**config.mk**
```make
export PLATFORM = sky130hd
export DESIGN_NAME = useq_top
export DESIGN_NICKNAME = d
export VERILOG_FILES = /design/src/rtl/useq_pkg.sv /design/src/rtl/useq_rom.sv /design/src/rtl/useq_sequencer.sv /design/src/rtl/useq_datapath.sv /design/src/rtl/useq_top.sv
export SDC_FILE = /design/constraint.sdc
export NUM_CORES = 1
export LEC_CHECK = 0
export BUFFER_PORTS_ARGS = -buffer_cell sky130_fd_sc_hd__buf_2
export CORE_UTILIZATION = 56
export DETAILED_ROUTE_END_ITERATION = 6
export GPL_TIMING_DRIVEN = 0
export HOLD_SLACK_MARGIN = 0.03
export PLACE_DENSITY = 0.8
export SYNTH_ARGS = -nofsm -noshare
export SYNTH_HDL_FRONTEND = slang
export SYNTH_SLANG_ARGS = --single-unit
```
**constraint.sdc**
```tcl
create_clock -name clk -period 3.62 [get_ports clk]
set_clock_uncertainty 0.1 [all_clocks]
set_input_delay 0.362 -clock clk [delete_from_list [all_inputs] [get_ports clk]]
set_output_delay 0.362 -clock clk [all_outputs]
set_load 0.02 [all_outputs]
```
**src/rtl/useq_pkg.sv**
```systemverilog
package useq_pkg;

  localparam int CA_W        = 7;
  localparam int DATA_W      = 16;
  localparam int ADDR_W      = 11;
  localparam int OPC_W       = 4;
  localparam int FLD_W       = 3;
  localparam int ROM_DEPTH   = 1 << CA_W;
  localparam int UW_W        = 3 * FLD_W + 2 + 2 + CA_W;

  localparam logic [CA_W-1:0] FETCH_ADDR = CA_W'(ROM_DEPTH / 2);
  localparam logic [CA_W-1:0] FETCH_READ = FETCH_ADDR + CA_W'(1);
  localparam logic [CA_W-1:0] FETCH_MAP  = FETCH_ADDR + CA_W'(2);
  localparam logic [CA_W-1:0] INDIR_ADDR = FETCH_ADDR + CA_W'(3);
  localparam logic [CA_W-1:0] INDIR_LAST = FETCH_ADDR + CA_W'(4);

  localparam logic [OPC_W-1:0] OP_ADD = OPC_W'(1);
  localparam logic [OPC_W-1:0] OP_BRN = OPC_W'(2);
  localparam logic [OPC_W-1:0] OP_STO = OPC_W'(3);
  localparam logic [OPC_W-1:0] OP_LDA = OPC_W'(4);

  localparam logic [CA_W-1:0] RB_ADD = CA_W'({OP_ADD, 2'b00});
  localparam logic [CA_W-1:0] RB_BRN = CA_W'({OP_BRN, 2'b00});
  localparam logic [CA_W-1:0] RB_STO = CA_W'({OP_STO, 2'b00});
  localparam logic [CA_W-1:0] RB_LDA = CA_W'({OP_LDA, 2'b00});

  typedef enum logic [FLD_W-1:0] {
    F1_NOP, F1_ADD, F1_CLRAC, F1_INCAC, F1_DRTAC, F1_DRTAR, F1_PCTAR, F1_WRITE
  } f1_e;

  typedef enum logic [FLD_W-1:0] {
    F2_NOP, F2_SUB, F2_OR, F2_AND, F2_READ, F2_ACTDR, F2_INCDR, F2_PCTDR
  } f2_e;

  typedef enum logic [FLD_W-1:0] {
    F3_NOP, F3_XOR, F3_COM, F3_SHL, F3_SHR, F3_INCPC, F3_ARTPC, F3_RSV
  } f3_e;

  typedef enum logic [1:0] {CD_ALWAYS, CD_IND, CD_NEG, CD_ZERO} cd_e;
  typedef enum logic [1:0] {BR_JMP, BR_CALL, BR_RET, BR_MAP} br_e;

  typedef struct packed {
    f1_e             f1;
    f2_e             f2;
    f3_e             f3;
    cd_e             cd;
    br_e             br;
    logic [CA_W-1:0] ad;
  } uword_t;

  function automatic uword_t mk(input f1_e a, input f2_e b, input f3_e c,
                                input cd_e d, input br_e e,
                                input logic [CA_W-1:0] t);
    uword_t w;
    w.f1 = a; w.f2 = b; w.f3 = c; w.cd = d; w.br = e; w.ad = t;
    return w;
  endfunction

  // Control store contents; every unlisted word returns to fetch.
  function automatic uword_t rom_word(input logic [CA_W-1:0] a);
    uword_t w;
    w = mk(F1_NOP, F2_NOP, F3_NOP, CD_ALWAYS, BR_JMP, FETCH_ADDR);
    case (a)
      FETCH_ADDR: w = mk(F1_PCTAR, F2_NOP,  F3_NOP,   CD_ALWAYS, BR_JMP, FETCH_READ);
      FETCH_READ: w = mk(F1_NOP,   F2_READ, F3_INCPC, CD_ALWAYS, BR_JMP, FETCH_MAP);
      FETCH_MAP:  w = mk(F1_DRTAR, F2_NOP,  F3_NOP,   CD_ALWAYS, BR_MAP, '0);
      INDIR_ADDR: w = mk(F1_NOP,   F2_READ, F3_NOP,   CD_ALWAYS, BR_JMP, INDIR_LAST);
      INDIR_LAST: w = mk(F1_DRTAR, F2_NOP,  F3_NOP,   CD_ALWAYS, BR_RET, '0);
      RB_ADD:              w = mk(F1_NOP,   F2_NOP,   F3_NOP,   CD_IND,    BR_CALL, INDIR_ADDR);
      RB_ADD + CA_W'(1):   w = mk(F1_NOP,   F2_READ,  F3_NOP,   CD_ALWAYS, BR_JMP,  RB_ADD + CA_W'(2));
      RB_ADD + CA_W'(2):   w = mk(F1_ADD,   F2_NOP,   F3_NOP,   CD_ALWAYS, BR_JMP,  FETCH_ADDR);
      RB_BRN:              w = mk(F1_NOP,   F2_NOP,   F3_NOP,   CD_NEG,    BR_JMP,  RB_BRN + CA_W'(2));
      RB_BRN + CA_W'(1):   w = mk(F1_NOP,   F2_NOP,   F3_NOP,   CD_ALWAYS, BR_JMP,  FETCH_ADDR);
      RB_BRN + CA_W'(2):   w = mk(F1_NOP,   F2_NOP,   F3_NOP,   CD_IND,    BR_CALL, INDIR_ADDR);
      RB_BRN + CA_W'(3):   w = mk(F1_NOP,   F2_NOP,   F3_ARTPC, CD_ALWAYS, BR_JMP,  FETCH_ADDR);
      RB_STO:              w = mk(F1_NOP,   F2_NOP,   F3_NOP,   CD_IND,    BR_CALL, INDIR_ADDR);
      RB_STO + CA_W'(1):   w = mk(F1_NOP,   F2_ACTDR, F3_NOP,   CD_ALWAYS, BR_JMP,  RB_STO + CA_W'(2));
      RB_STO + CA_W'(2):   w = mk(F1_WRITE, F2_NOP,   F3_NOP,   CD_ALWAYS, BR_JMP,  FETCH_ADDR);
      RB_LDA:              w = mk(F1_NOP,   F2_NOP,   F3_NOP,   CD_IND,    BR_CALL, INDIR_ADDR);
      RB_LDA + CA_W'(1):   w = mk(F1_NOP,   F2_READ,  F3_NOP,   CD_ALWAYS, BR_JMP,  RB_LDA + CA_W'(2));
      RB_LDA + CA_W'(2):   w = mk(F1_DRTAC, F2_NOP,   F3_NOP,   CD_ALWAYS, BR_JMP,  FETCH_ADDR);
      default: ;
    endcase
    return w;
  endfunction

  // Opcode bits of the instruction land in the middle of the control address.
  function automatic logic [CA_W-1:0] map_addr(input logic [DATA_W-1:0] d);
    return CA_W'({d[DATA_W-2 -: OPC_W], 2'b00});
  endfunction

  function automatic logic cond_true(input cd_e cd, input logic [DATA_W-1:0] d,
                                     input logic [DATA_W-1:0] acc);
    logic r;
    case (cd)
      CD_ALWAYS: r = 1'b1;
      CD_IND:    r = d[DATA_W-1];
      CD_NEG:    r = acc[DATA_W-1];
      CD_ZERO:   r = (acc == '0);
      default:   r = 1'b0;
    endcase
    return r;
  endfunction

  // Accumulator update; a field-1 operation overrides field 2, which overrides field 3.
  function automatic logic [DATA_W-1:0] ac_next(input f1_e a, input f2_e b, input f3_e c,
                                                input logic [DATA_W-1:0] acc,
                                                input logic [DATA_W-1:0] d);
    logic [DATA_W-1:0] r;
    r = acc;
    case (c)
      F3_XOR:  r = acc ^ d;
      F3_COM:  r = ~acc;
      F3_SHL:  r = acc << 1;
      F3_SHR:  r = acc >> 1;
      default: ;
    endcase
    case (b)
      F2_SUB:  r = acc - d;
      F2_OR:   r = acc | d;
      F2_AND:  r = acc & d;
      default: ;
    endcase
    case (a)
      F1_ADD:   r = acc + d;
      F1_CLRAC: r = '0;
      F1_INCAC: r = acc + DATA_W'(1);
      F1_DRTAC: r = d;
      default:  ;
    endcase
    return r;
  endfunction

endpackage

```
**src/rtl/useq_rom.sv**
```systemverilog
module useq_rom
  import useq_pkg::*;
(
  input  logic [CA_W-1:0] addr,
  output uword_t          word
);
  uword_t tbl [ROM_DEPTH];

  for (genvar i = 0; i < ROM_DEPTH; i++) begin : g_word
    assign tbl[i] = rom_word(CA_W'(i));
  end

  assign word = tbl[addr];
endmodule

```
**src/rtl/useq_sequencer.sv**
```systemverilog
module useq_sequencer
  import useq_pkg::*;
(
  input  logic              clk,
  input  logic              rst_n,
  input  uword_t            uw,
  input  logic [DATA_W-1:0] dr,
  input  logic [DATA_W-1:0] ac,
  output logic [CA_W-1:0]   car,
  output logic [CA_W-1:0]   sbr,
  output logic              cond
);
  logic [CA_W-1:0] car_inc;
  logic [CA_W-1:0] car_nxt;
  logic            sbr_ld;

  assign cond    = cond_true(uw.cd, dr, ac);
  assign car_inc = car + CA_W'(1);

  always_comb begin
    sbr_ld  = 1'b0;
    car_nxt = car_inc;
    case (uw.br)
      BR_JMP:  car_nxt = cond ? uw.ad : car_inc;
      BR_CALL: begin
        car_nxt = cond ? uw.ad : car_inc;
        sbr_ld  = cond;
      end
      BR_RET:  car_nxt = sbr;
      BR_MAP:  car_nxt = map_addr(dr);
      default: ;
    endcase
  end

  always_ff @(posedge clk) begin
    if (!rst_n) begin
      car <= FETCH_ADDR;
      sbr <= '0;
    end else begin
      car <= car_nxt;
      if (sbr_ld) sbr <= car_inc;
    end
  end
endmodule

```
**src/rtl/useq_datapath.sv**
```systemverilog
module useq_datapath
  import useq_pkg::*;
(
  input  logic              clk,
  input  logic              rst_n,
  input  uword_t            uw,
  input  logic [DATA_W-1:0] mem_rdata,
  output logic [ADDR_W-1:0] pc,
  output logic [ADDR_W-1:0] ar,
  output logic [DATA_W-1:0] dr,
  output logic [DATA_W-1:0] ac,
  output logic              mem_re,
  output logic              mem_we
);
  logic [DATA_W-1:0] ac_nxt;
  logic [DATA_W-1:0] dr_nxt;
  logic [ADDR_W-1:0] ar_nxt;
  logic [ADDR_W-1:0] pc_nxt;

  assign mem_re = (uw.f2 == F2_READ);
  assign mem_we = (uw.f1 == F1_WRITE);
  assign ac_nxt = ac_next(uw.f1, uw.f2, uw.f3, ac, dr);

  always_comb begin
    dr_nxt = dr;
    case (uw.f2)
      F2_READ:  dr_nxt = mem_rdata;
      F2_ACTDR: dr_nxt = ac;
      F2_INCDR: dr_nxt = dr + DATA_W'(1);
      F2_PCTDR: dr_nxt = {dr[DATA_W-1:ADDR_W], pc};
      default:  ;
    endcase
  end

  always_comb begin
    ar_nxt = ar;
    case (uw.f1)
      F1_DRTAR: ar_nxt = dr[ADDR_W-1:0];
      F1_PCTAR: ar_nxt = pc;
      default:  ;
    endcase
  end

  always_comb begin
    pc_nxt = pc;
    case (uw.f3)
      F3_INCPC: pc_nxt = pc + ADDR_W'(1);
      F3_ARTPC: pc_nxt = ar;
      default:  ;
    endcase
  end

  always_ff @(posedge clk) begin
    if (!rst_n) begin
      pc <= '0;
      ar <= '0;
      dr <= '0;
      ac <= '0;
    end else begin
      pc <= pc_nxt;
      ar <= ar_nxt;
      dr <= dr_nxt;
      ac <= ac_nxt;
    end
  end
endmodule

```
**src/rtl/useq_top.sv**
```systemverilog
module useq_top
  import useq_pkg::*;
(
  input  logic              clk,
  input  logic              rst_n,
  output logic [ADDR_W-1:0] mem_addr,
  input  logic [DATA_W-1:0] mem_rdata,
  output logic [DATA_W-1:0] mem_wdata,
  output logic              mem_we,
  output logic              mem_re
);
  uword_t            uw;
  logic [CA_W-1:0]   car;
  logic [CA_W-1:0]   sbr;
  logic              cond;
  logic [ADDR_W-1:0] pc;
  logic [ADDR_W-1:0] ar;
  logic [DATA_W-1:0] dr;
  logic [DATA_W-1:0] ac;
  logic [1:0]        br_kind;
  logic [CA_W-1:0]   br_target;

  assign br_kind   = uw.br;
  assign br_target = uw.ad;

  useq_rom u_rom (
    .addr (car),
    .word (uw)
  );

  useq_sequencer u_seq (
    .clk   (clk),
    .rst_n (rst_n),
    .uw    (uw),
    .dr    (dr),
    .ac    (ac),
    .car   (car),
    .sbr   (sbr),
    .cond  (cond)
  );

  useq_datapath u_dp (
    .clk       (clk),
    .rst_n     (rst_n),
    .uw        (uw),
    .mem_rdata (mem_rdata),
    .pc        (pc),
    .ar        (ar),
    .dr        (dr),
    .ac        (ac),
    .mem_re    (mem_re),
    .mem_we    (mem_we)
  );

  assign mem_addr  = ar;
  assign mem_wdata = dr;
endmodule

```
# After elaboration in Yosys (flattened, before gate mapping)
# Memory sizes are Yosys's and may differ from the RTL's.
# Cells that the tools add are included.
[classes]
n_addsub = 6
n_mul = 0
div = 0
n_lt_le_gt_ge = 1
n_eq_ne = 26
shifts = 0
muxes = 12
bitwise = 6
reduce_logical = 10
[op_table]
columns = ["operator", "count"]
rows = [
  ["$pmux W16 S4", 3],
  ["$pmux W16 S3", 1],
  ["$pmux W11 S2", 2],
  ["$mux W20", 2],
  ["$eq A3 B3 Y1 const B", 11],
  ["$add A16 B1 Y16 const B", 2],
  ["$pmux W7 S3", 1],
  ["$eq A3 B2 Y1 const B", 6],
  ["$add A16 B16 Y16", 1],
  ["$and A16 B16 Y16", 1],
  ["$logic_not A16 Y1", 1],
  ["$not A16 Y16", 1],
  ["$or A16 B16 Y16", 1],
  ["$sub A16 B16 Y16", 1],
  ["$xor A16 B16 Y16", 1],
  ["$add A11 B1 Y11 const B", 1],
  ["$reduce_bool A11 Y1", 1],
  ["$eq A3 B1 Y1 const B", 3],
  ["$eq A2 B2 Y1 const B", 4],
  ["$ge A8 B8 Y1 const B", 1],
  ["$not A7 Y8", 1],
  ["$add A7 B1 Y7 const B", 1],
  ["$mux W7", 1],
  ["$eq A2 B1 Y1 const B", 2],
  ["other kinds (9)", 11],
]
[word_totals]
register_bits = 68
latchBits = 0
ramBits = 0
mem_bits_ro = 2560
input_bits = 18
out_inout_bits = 29
word_cells = 69
n_memories = 1
[memory_table]
columns = ["name", "words", "width", "read_ports", "rd_ports_with_merged_regs", "write_ports", "line_no", "source"]
rows = [
  ["(no name shown)", 128, 20, 1, 0, 0, "useq_rom.sv:13", "assign word = tbl[addr];"],
]

# Longest topological paths before layout
# Gate-level depths: netlist (run 1).
[logic_depth]
word_depth = 8
ltp_mapped = 13
mapped_depth_nobuf = 11

# Modules after synthesis
# A second synthesis (run 1) with hierarchy kept.
[hier_totals]
cells_unflattened = 968
area_unflattened_um2 = 7380.8
[by_module_without_submodules]
columns = ["module", "instances", "cells_each", "area_each_um2"]
rows = [
  ["useq_datapath", 1, 819, 6182.2],
  ["useq_sequencer", 1, 92, 802.0],
  ["useq_rom", 1, 57, 396.6],
]

# Worst setup path after synthesis (run 1)
# OpenSTA, ideal clock, no wires.
[synth_timing]
kind = "reg-to-reg"
start = "reg u_seq.car[2]"
end = "reg u_dp.ac[4]"
setup_time_ns = 0.125
t_arrival_ns = 2.384
required_ns = 3.395
path_slack_ns = 1.011
path_stages_with_launch = 13
n_path_buf = 4
synth_period_minus_slack_ns = 2.609
path_cell_list = "dfxtp_1 -> buf_2 -> inv_1 -> buf_2 -> ha_1 -> nand3_1 -> ha_1 -> and2_1 -> clkbuf_1 -> clkbuf_1 -> nand2_1 -> a222oi_1 -> nor2_1"
[synth_via]
elab_chain_len = 8
word_cells_on_any_way = 19
[synth_rtl]
columns = ["item", "line_no", "source"]
rows = [
  ["start: declaration", "useq_sequencer.sv:9", "output logic [CA_W-1:0] car,"],
  ["start signal: assignment", "useq_sequencer.sv:40", "car <= car_nxt;"],
  ["$not A7 Y8 (not written as such) (*)", "useq_rom.sv:13", ""],
  ["$mem_v2 Z128 W20 (*)", "--", ""],
  ["$mux W20 (not written as such) (*) (2 in series)", "useq_rom.sv:13", ""],
  ["$eq A3 B3 Y1, or another cell as far along", "useq_pkg.sv:111", "case (c)"],
  ["$pmux W16 S4", "useq_pkg.sv:111", ""],
  ["$pmux W16 S3", "useq_pkg.sv:118", "case (b)"],
  ["$pmux W16 S4", "useq_pkg.sv:124", "case (a)"],
  ["end signal: assignment", "useq_datapath.sv:63", "ac <= ac_nxt;"],
  ["end: declaration", "useq_datapath.sv:11", "output logic [DATA_W-1:0] ac,"],
]
# Every way passes the cells marked *; elsewhere a longest branch is shown, timed or not. The select of a mux whose other input is x is not followed.
# A chain may end at the register's enable or synchronous reset.

# Final worst setup path (run 1)
[layout_timing]
start = "reg u_seq.car[2]"
end = "out mem_re"
[layout_via]
elab_chain_len = 5
[layout_rtl]
columns = ["item", "line_no", "source"]
rows = [
  ["$not A7 Y8 (not written as such)", "useq_rom.sv:13", ""],
  ["$mem_v2 Z128 W20", "--", ""],
  ["$mux W20 (not written as such) (2 in series)", "useq_rom.sv:13", ""],
  ["$eq A3 B3 Y1", "useq_datapath.sv:20", "assign mem_re = (uw.f2 == F2_READ);"],
  ["end: declaration", "useq_top.sv:10", "output logic mem_re"],
]
# Every way passes these cells. The select of a mux whose other input is x is not followed.

==> reports/metrics.yaml, run 1 <==
run_status:
  status: "finished clean"
global_route:
  grt_pass1_vias: 4426
  grt_pass1_wl_um: 22080
  grt_antenna_before_repair: 0
  grt_max_degree: 13
  gr-usage-all-layers: 0.3252
  grt.overflow.total: 0
sta:
  fin_crit_ns: 3.246
  finalHoldViolCount: 0
  period_share: 0.8967
  max_freq_mhz: 308.1
  slew_viol_final: 0
  rsz0062_at_grt: "false"
  setup_violations: 0
  max_slew_margin: 0.4829
  tightest_slew_ns: 0.7757
  final.setup.tns_ns: 0
synthesis:
  synth_edf_count: 0
  async_reset_ff_frac: 0
  netlist.area_leader.share: 0.2878
  synth-seq-cells: 68
  syn_area_mm2: 0.004731
  synth_area_leaders: "dfxtp_1, ha_1, a21oi_1"
  synth_most_common_cell: "dfxtp_1"
  synth_nets: 647
  yosys_warnings: 0
  yosys-top-cells-count: "dfxtp_1, a21oi_1, nor2_1"
  postSynthCellCount: 589
  yosysTopAreaCell: "dfxtp_1"
  yosys.cell_types.count: 68
  synth.avg_cell_area_um2: 8.032
  ys.flop_type: "dfxtp_1"
  seq_area_frac_synth: 0.2878
setup_path:
  cpMaxStageDelayCell: "a311oi_4"
  worstPathArrival_ns: 2.78
  reg2reg_to: "u_dp.ac[4]"
  crit_required_ns: 3.16
  start_kind: "flip-flop"
  crit_top_cell: "buf_2"
  critical_path_buf_inv_count: 5
  rrSetupSlack_ns: 0.42
  timing.rr.start: "u_seq.car[6]"
  max_stage_delay_ns: 0.54
  cp_max_fo: 10
  cp_top_family: "buffers and inverters"
  worstPathCellList: "buf_2 > inv_1 > buf_2 > and4b_1 > a311oi_4 > nor2_2 > buf_2 > buf_2"
  crit_type: "reg2out"
  ff2ff_path_depth: 10
  crit_path_end_kind: "output pin"
final_layout:
  register_area_mm2: 0.001361
  layoutNonFillerInstCount: 755
  multi_input_area_mm2: 0.003019
  drive_gt1_frac: 0.1508
  nets: 703
  area_growth_pct: 12.32
  diodes: 0
  fillers: 741
floorplanning:
  dieArea_mm2: 0.008819
  placement_rows: 33
  die_h_um: 93.91
  io_pins: 47
  initial_core_util: 0.5787
  die_x_um: 93.91
  core_region_area_mm2: 0.008175
detailed_routing:
  wl_per_cell_um: 18.09
  ant_nets: 0
  via_per_inst: 6.327
  firstDrtPassIters: 5
  wirelength_um: 13660
  num_vias: 4777
  drcViolationCount: 0
  drt_iter0_markers: 315
power:
  p_sw_frac: 0.4663
  total_power_mw: 4.324
  power.internal_mw: 2.308
  p_leak_nw: 2.182
  combPwrFrac: 0.547
  power_density_mw_per_mm2: 813.7
  p_switching_mw: 2.016
  peakVddDrop_v: 0.0004592
  power_frac_seq: 0.281
  clock_power_share: 0.171
cts:
  path_clk_slew_ns: 0.09
  htreeDepth: 3
  clk_path_buf_depth: 2
  root_buffer: "clkbuf_8"
  cts.sinks: 68
  ctsResizeCount: 0
  post_cts_buffers: 0
  cts_buffers: 9
  clock_latency_ns: 0.36
  hold_buffers: 0
  cts_tree: "yes"
min_path:
  worstHoldStart: "mem_rdata[5]"
  hold_class: "in2reg"
  whs_path_depth: 3
  hold_path_end: "u_dp.dr[5]"
placement:
  io_buffers: 45
  dp_cells: 739
  gp_congestion: 0.9045
  dp_hpwl_um: 9755
job:
  cap_violations: 0
==> through the flow <==
step | area, um2 | utilization | setup WS [ns] | hold slack, ns
2_1_floorplan | 4731 | - | 1.011 | 0.3273
3_3_place_gp | 5087 | 0.6223 | 0.3677 | 0.3461
3_5_place_dp | 5087 | 0.6223 | 0.2808 | 0.3391
4_1_cts | 5313 | 0.6498 | 0.2596 | 0.1311
5_1_grt | 5314 | 0.6500 | 0.2260 | 0.1484
6_report | 5314 | 0.6500 | 0.3738 | 0.1306
==> layer usage <==
layer  vias up  GRT usage  part of all wire
met1      2294     0.4124              0.43
li1       2231          -                 -
met2       220     0.5268              0.47
met4         0     0.1654             0.028
met3        32    0.05744             0.075
met5         -          0                 0
==> cell usage in the layout (no fill, tap or decap), drive strengths merged, types with 15 or more instances in the layout <==
cell type  instances
dfxtp             68
nor2              60
a21oi             59
buf               59
nand2             51
clkbuf            47
ha                39
o21ai             33
inv               30
a22oi             22
a211oi            21
mux2i             18
nand3             15
==> power by group through the flow <==
stage | sequential, mW | combinational, mW | clock, mW
2_1_floorplan | 1.23 | 1.71 | 0
3_3_place_gp | 1.21 | 2.24 | 0
3_5_place_dp | 1.22 | 2.32 | 0
4_1_cts | 1.20 | 2.34 | 0.741
5_1_grt | 1.24 | 2.58 | 0.770
6_report | 1.22 | 2.37 | 0.741
==> registers in the layout, indices dropped and copies added (netlist names) <==
signal / count
u_dp.ac: 16
u_seq.sbr: 7
u_seq.car: 7
u_dp.dr: 16
u_dp.ar: 11
u_dp.pc: 11
==> logic make-up after synthesis <==
logic type | after synthesis | synth area share
compound gates | 190 | 0.2767
buf+inv | 81 | 0.07405
fa+ha+maj | 40 | 0.1074
simple gates | 175 | 0.1814
xor+xnor | 16 | 0.02962
mux | 19 | 0.04311
flops | 68 | 0.2878
==> cell type report <==
cell class,count,share of cell area
Multi-Input combinational cell,440,0.5682
Sequential cell,68,0.2562
Buffer,51,0.04497
Timing Repair Buffer,45,0.04238
Clock buffer,10,0.02590
Tap cell,105,0.02472
Inverter,30,0.02119
Clock inverter,6,0.01648
==> worst max path at each step <==
stage	start	end	slack (ns)	cells past startpoint
floorplan	u_seq.car[2]	u_dp.ac[4]	1.01	12
global placement	u_seq.car[6]	u_dp.ac[4]	0.37	10
finish	u_seq.car[2]	mem_re	0.37	8
global route	u_seq.car[6]	u_dp.ac[4]	0.23	10
CTS	u_seq.car[6]	u_dp.ac[4]	0.26	10
detailed placement	u_seq.car[6]	u_dp.ac[4]	0.28	10
==> worst register-to-register path: stages (launching register included) <==
cell	delay [ns]
dfxtp_1	0.46
nor4b_4	0.53
nand3_1	0.27
inv_1	0.11
ha_1	0.15
and2_1	0.18
clkbuf_2	0.31
clkbuf_1	0.42
nand2_1	0.10
a222oi_1	0.36
nor2_1	0.08
Power figures use the tool's default switching activity.
==> run 2: changes to the inputs <==
--- a/config.mk
+++ b/config.mk
@@ -8,7 +8,6 @@
 export BUFFER_PORTS_ARGS = -buffer_cell sky130_fd_sc_hd__buf_2
 export CORE_UTILIZATION = 56
 export DETAILED_ROUTE_END_ITERATION = 6
-export GPL_TIMING_DRIVEN = 0
 export HOLD_SLACK_MARGIN = 0.03
 export PLACE_DENSITY = 0.8
 export SYNTH_ARGS = -nofsm -noshare
==> run 2 against run 1 <==
Effect of this change:
- sequential power is essentially flat
- setup slack improved by 0.20 ns
- critical path depth rose by 1
- cell count shrank 5.7%
- register-to-register slack better by 0.16 ns
- fmax grew 6.7%
- combinational power shrank 8%
- global-route usage is 3.0 points lower
- via count fell by 6.2%
- largest power group unchanged
==> reports/metrics.yaml, run 2 (synthesis gave the netlist of run 1 again) <==
sta:
  finalHoldViolCount: 0  # unchanged
  rsz0062_at_grt: "false"  # unchanged
  fin_crit_ns: 3.043  # was 3.246 ns
  slew_viol_final: 0  # unchanged
  max_freq_mhz: 328.6  # was 308.1 MHz
  max_slew_margin: 0.2336  # was 0.4829
  tightest_slew_ns: 1.150  # was 0.7757 ns
  final.setup.tns_ns: 0  # unchanged
  period_share: 0.8406  # was 0.8967
  setup_violations: 0  # unchanged
placement:
  gp_congestion: 0.8898  # was 0.9045
  dp_cells: 696  # was 739
  io_buffers: 46  # was 45
  dp_hpwl_um: 8573  # was 9755 um
cts:
  post_cts_buffers: 0  # unchanged
  root_buffer: "clkbuf_8"  # unchanged
  clock_latency_ns: 0.36  # about the same
  cts_buffers: 9  # unchanged
  path_clk_slew_ns: 0.09  # about the same
  ctsResizeCount: 0  # unchanged
  hold_buffers: 0  # unchanged
  cts_tree: "yes"  # unchanged
  cts.sinks: 68  # unchanged
  htreeDepth: 3  # unchanged
  clk_path_buf_depth: 2  # unchanged
detailed_routing:
  drt_iter0_markers: 399  # was 315
  wirelength_um: 12530  # was 13660 um
  ant_nets: 0  # unchanged
  drcViolationCount: 0  # unchanged
  via_per_inst: 6.295  # was 6.327
  wl_per_cell_um: 17.60  # was 18.09 um
  firstDrtPassIters: 7  # was 5
  num_vias: 4482  # was 4777
floorplanning:
  placement_rows: 33  # unchanged
  io_pins: 47  # unchanged
  dieArea_mm2: 0.008819  # unchanged
  core_region_area_mm2: 0.008175  # unchanged
  die_h_um: 93.91  # unchanged
  die_x_um: 93.91  # unchanged
  initial_core_util: 0.5787  # unchanged
setup_path:
  start_kind: "flip-flop"  # unchanged
  cpMaxStageDelayCell: "a21boi_4"  # was a311oi_4
  critical_path_buf_inv_count: 2  # was 5
  crit_type: "reg2reg"  # was reg2out
  rrSetupSlack_ns: 0.58  # was 0.42 ns
  worstPathCellList: "inv_1 > ha_1 > mux2i_1 > o22a_1 > nand2b_1 > buf_4 > a21boi_4 > nor2_1 > a211oi_1"  # was buf_2 > inv_1 > buf_2 > and4b_1 > a311oi_4 > nor2_2 > buf_2 > buf_2
  max_stage_delay_ns: 0.57  # was 0.54 ns
  reg2reg_to: "u_dp.ar[4]"  # was u_dp.ac[4]
  crit_required_ns: 3.77  # was 3.16 ns
  worstPathArrival_ns: 3.19  # was 2.78 ns
  cp_top_family: "compound AO/OA/AOI/OAI gates"  # was buffers and inverters
  cp_max_fo: 22  # was 10
  ff2ff_path_depth: 9  # was 10
  crit_path_end_kind: "flip-flop"  # was output pin
  timing.rr.start: "u_seq.car[0]"  # was u_seq.car[6]
final_layout:
  fin_util: 0.6305  # was 0.6500
  layoutNonFillerInstCount: 712  # was 755
  nets: 660  # was 703
  register_area_mm2: 0.001361  # unchanged
  diodes: 0  # unchanged
  top_regs: "u_dp.ac (16), u_dp.dr (16)"  # unchanged
  multi_input_area_mm2: 0.003019  # unchanged
  layout_common_cells: "dfxtp_1, a21oi_1, nor2_1"  # unchanged
  final_common_cell: "dfxtp_1"  # unchanged
  drive_gt1_frac: 0.1516  # was 0.1508
  area_growth_pct: 8.966  # was 12.32%
  fillers: 699  # was 741
global_route:
  grt_pass1_vias: 3974  # was 4426
  grt_antenna_before_repair: 0  # unchanged
  grt.overflow.total: 0  # unchanged
  grt_max_degree: 59  # was 13
  grt_pass1_wl_um: 20040  # was 22080 um
  gr-usage-all-layers: 0.2948  # was 0.3252
run_status:
  status: "finished clean"  # unchanged
min_path:
  hold_class: "in2reg"  # unchanged
  hold_path_end: "u_dp.dr[7]"  # was u_dp.dr[5]
  worstHoldStart: "mem_rdata[7]"  # was mem_rdata[5]
  whs_path_depth: 3  # unchanged
power:
  p_leak_nw: 2.107  # was 2.182 nW
  power_density_mw_per_mm2: 815.7  # was 813.7 mW/mm2
  peakVddDrop_v: 0.0004092  # was 0.0004592 V
job:
  cap_violations: 0  # unchanged
## run 2: cell count changes in the layout (fill, tap and decap cells not counted), moves of 2 or more
cell | before | now
buf_4 | 4 | 7
clkbuf_1 | 36 | 0
clkinv_2 | 2 | 0
buf_2 | 52 | 46
buf_6 | 3 | 0
## run 2: area by class of cell
class	instances	share of cell area
Multi-Input combinational cell	440	0.5857
Sequential cell	68	0.2641
Timing Repair Buffer	53	0.05485
Tap cell	105	0.02549
Clock buffer	9	0.02403
Clock inverter	7	0.02403
Inverter	30	0.02184
## run 2: power by group
| part | total (mW) | switching (mW) | leakage [nW] | internal (mW) |
|---|---|---|---|---|
| registers | 1.22 | 0.286 | 0.555 | 0.939 |
| logic | 2.18 | 1.30 | 1.43 | 0.879 |
| clock network | 0.800 | 0.338 | 0.120 | 0.462 |
## run 2: metal layers
| metal | vias up | routed length, um | GRT usage |
|---|---|---|---|
| met3 | 32 | 962 | 0.04935 |
| met2 | 224 | 5609 | 0.4550 |
| met5 | - | 0 | 0 |
| met4 | 0 | 358 | 0.1218 |
| li1 | 2143 | - | - |
| met1 | 2083 | 5604 | 0.4052 |
## run 2: worst max path at each step
stage | endpoint | from | depth (start not counted)
after floorplan | u_dp.ac[4] | u_seq.car[2] | 12
after global placement | u_dp.ac[14] | u_seq.car[4] | 8
after detailed placement | u_dp.ar[4] | u_seq.car[0] | 9
after CTS | u_dp.ar[4] | u_seq.car[0] | 9
after global routing | u_dp.ar[4] | u_seq.car[0] | 9
final | u_dp.ar[4] | u_seq.car[0] | 9
## run 2: worst register-to-register path: stages, from the launching register on
cell and delay (ns):
dfxtp_1 0.52, inv_1 0.12, ha_1 0.35, mux2i_1 0.26, o22a_1 0.30, nand2b_1 0.08, buf_4 0.21, a21boi_4 0.57
nor2_1 0.09, a211oi_1 0.33
## run 2: per-stage QoR
step                      power [mW]  cell area [um2]  setup WS [ns]  hold WS (ns)
after floorplan                2.942             4731          1.011        0.3273
after CTS                      4.179             5155         0.6492        0.1214
final                          4.205             5155         0.5770        0.1300
after global placement         3.301             4907         0.7405        0.3394
after detailed placement       3.379             4907         0.6696        0.3527
after global routing           4.501             5155         0.2583        0.1386
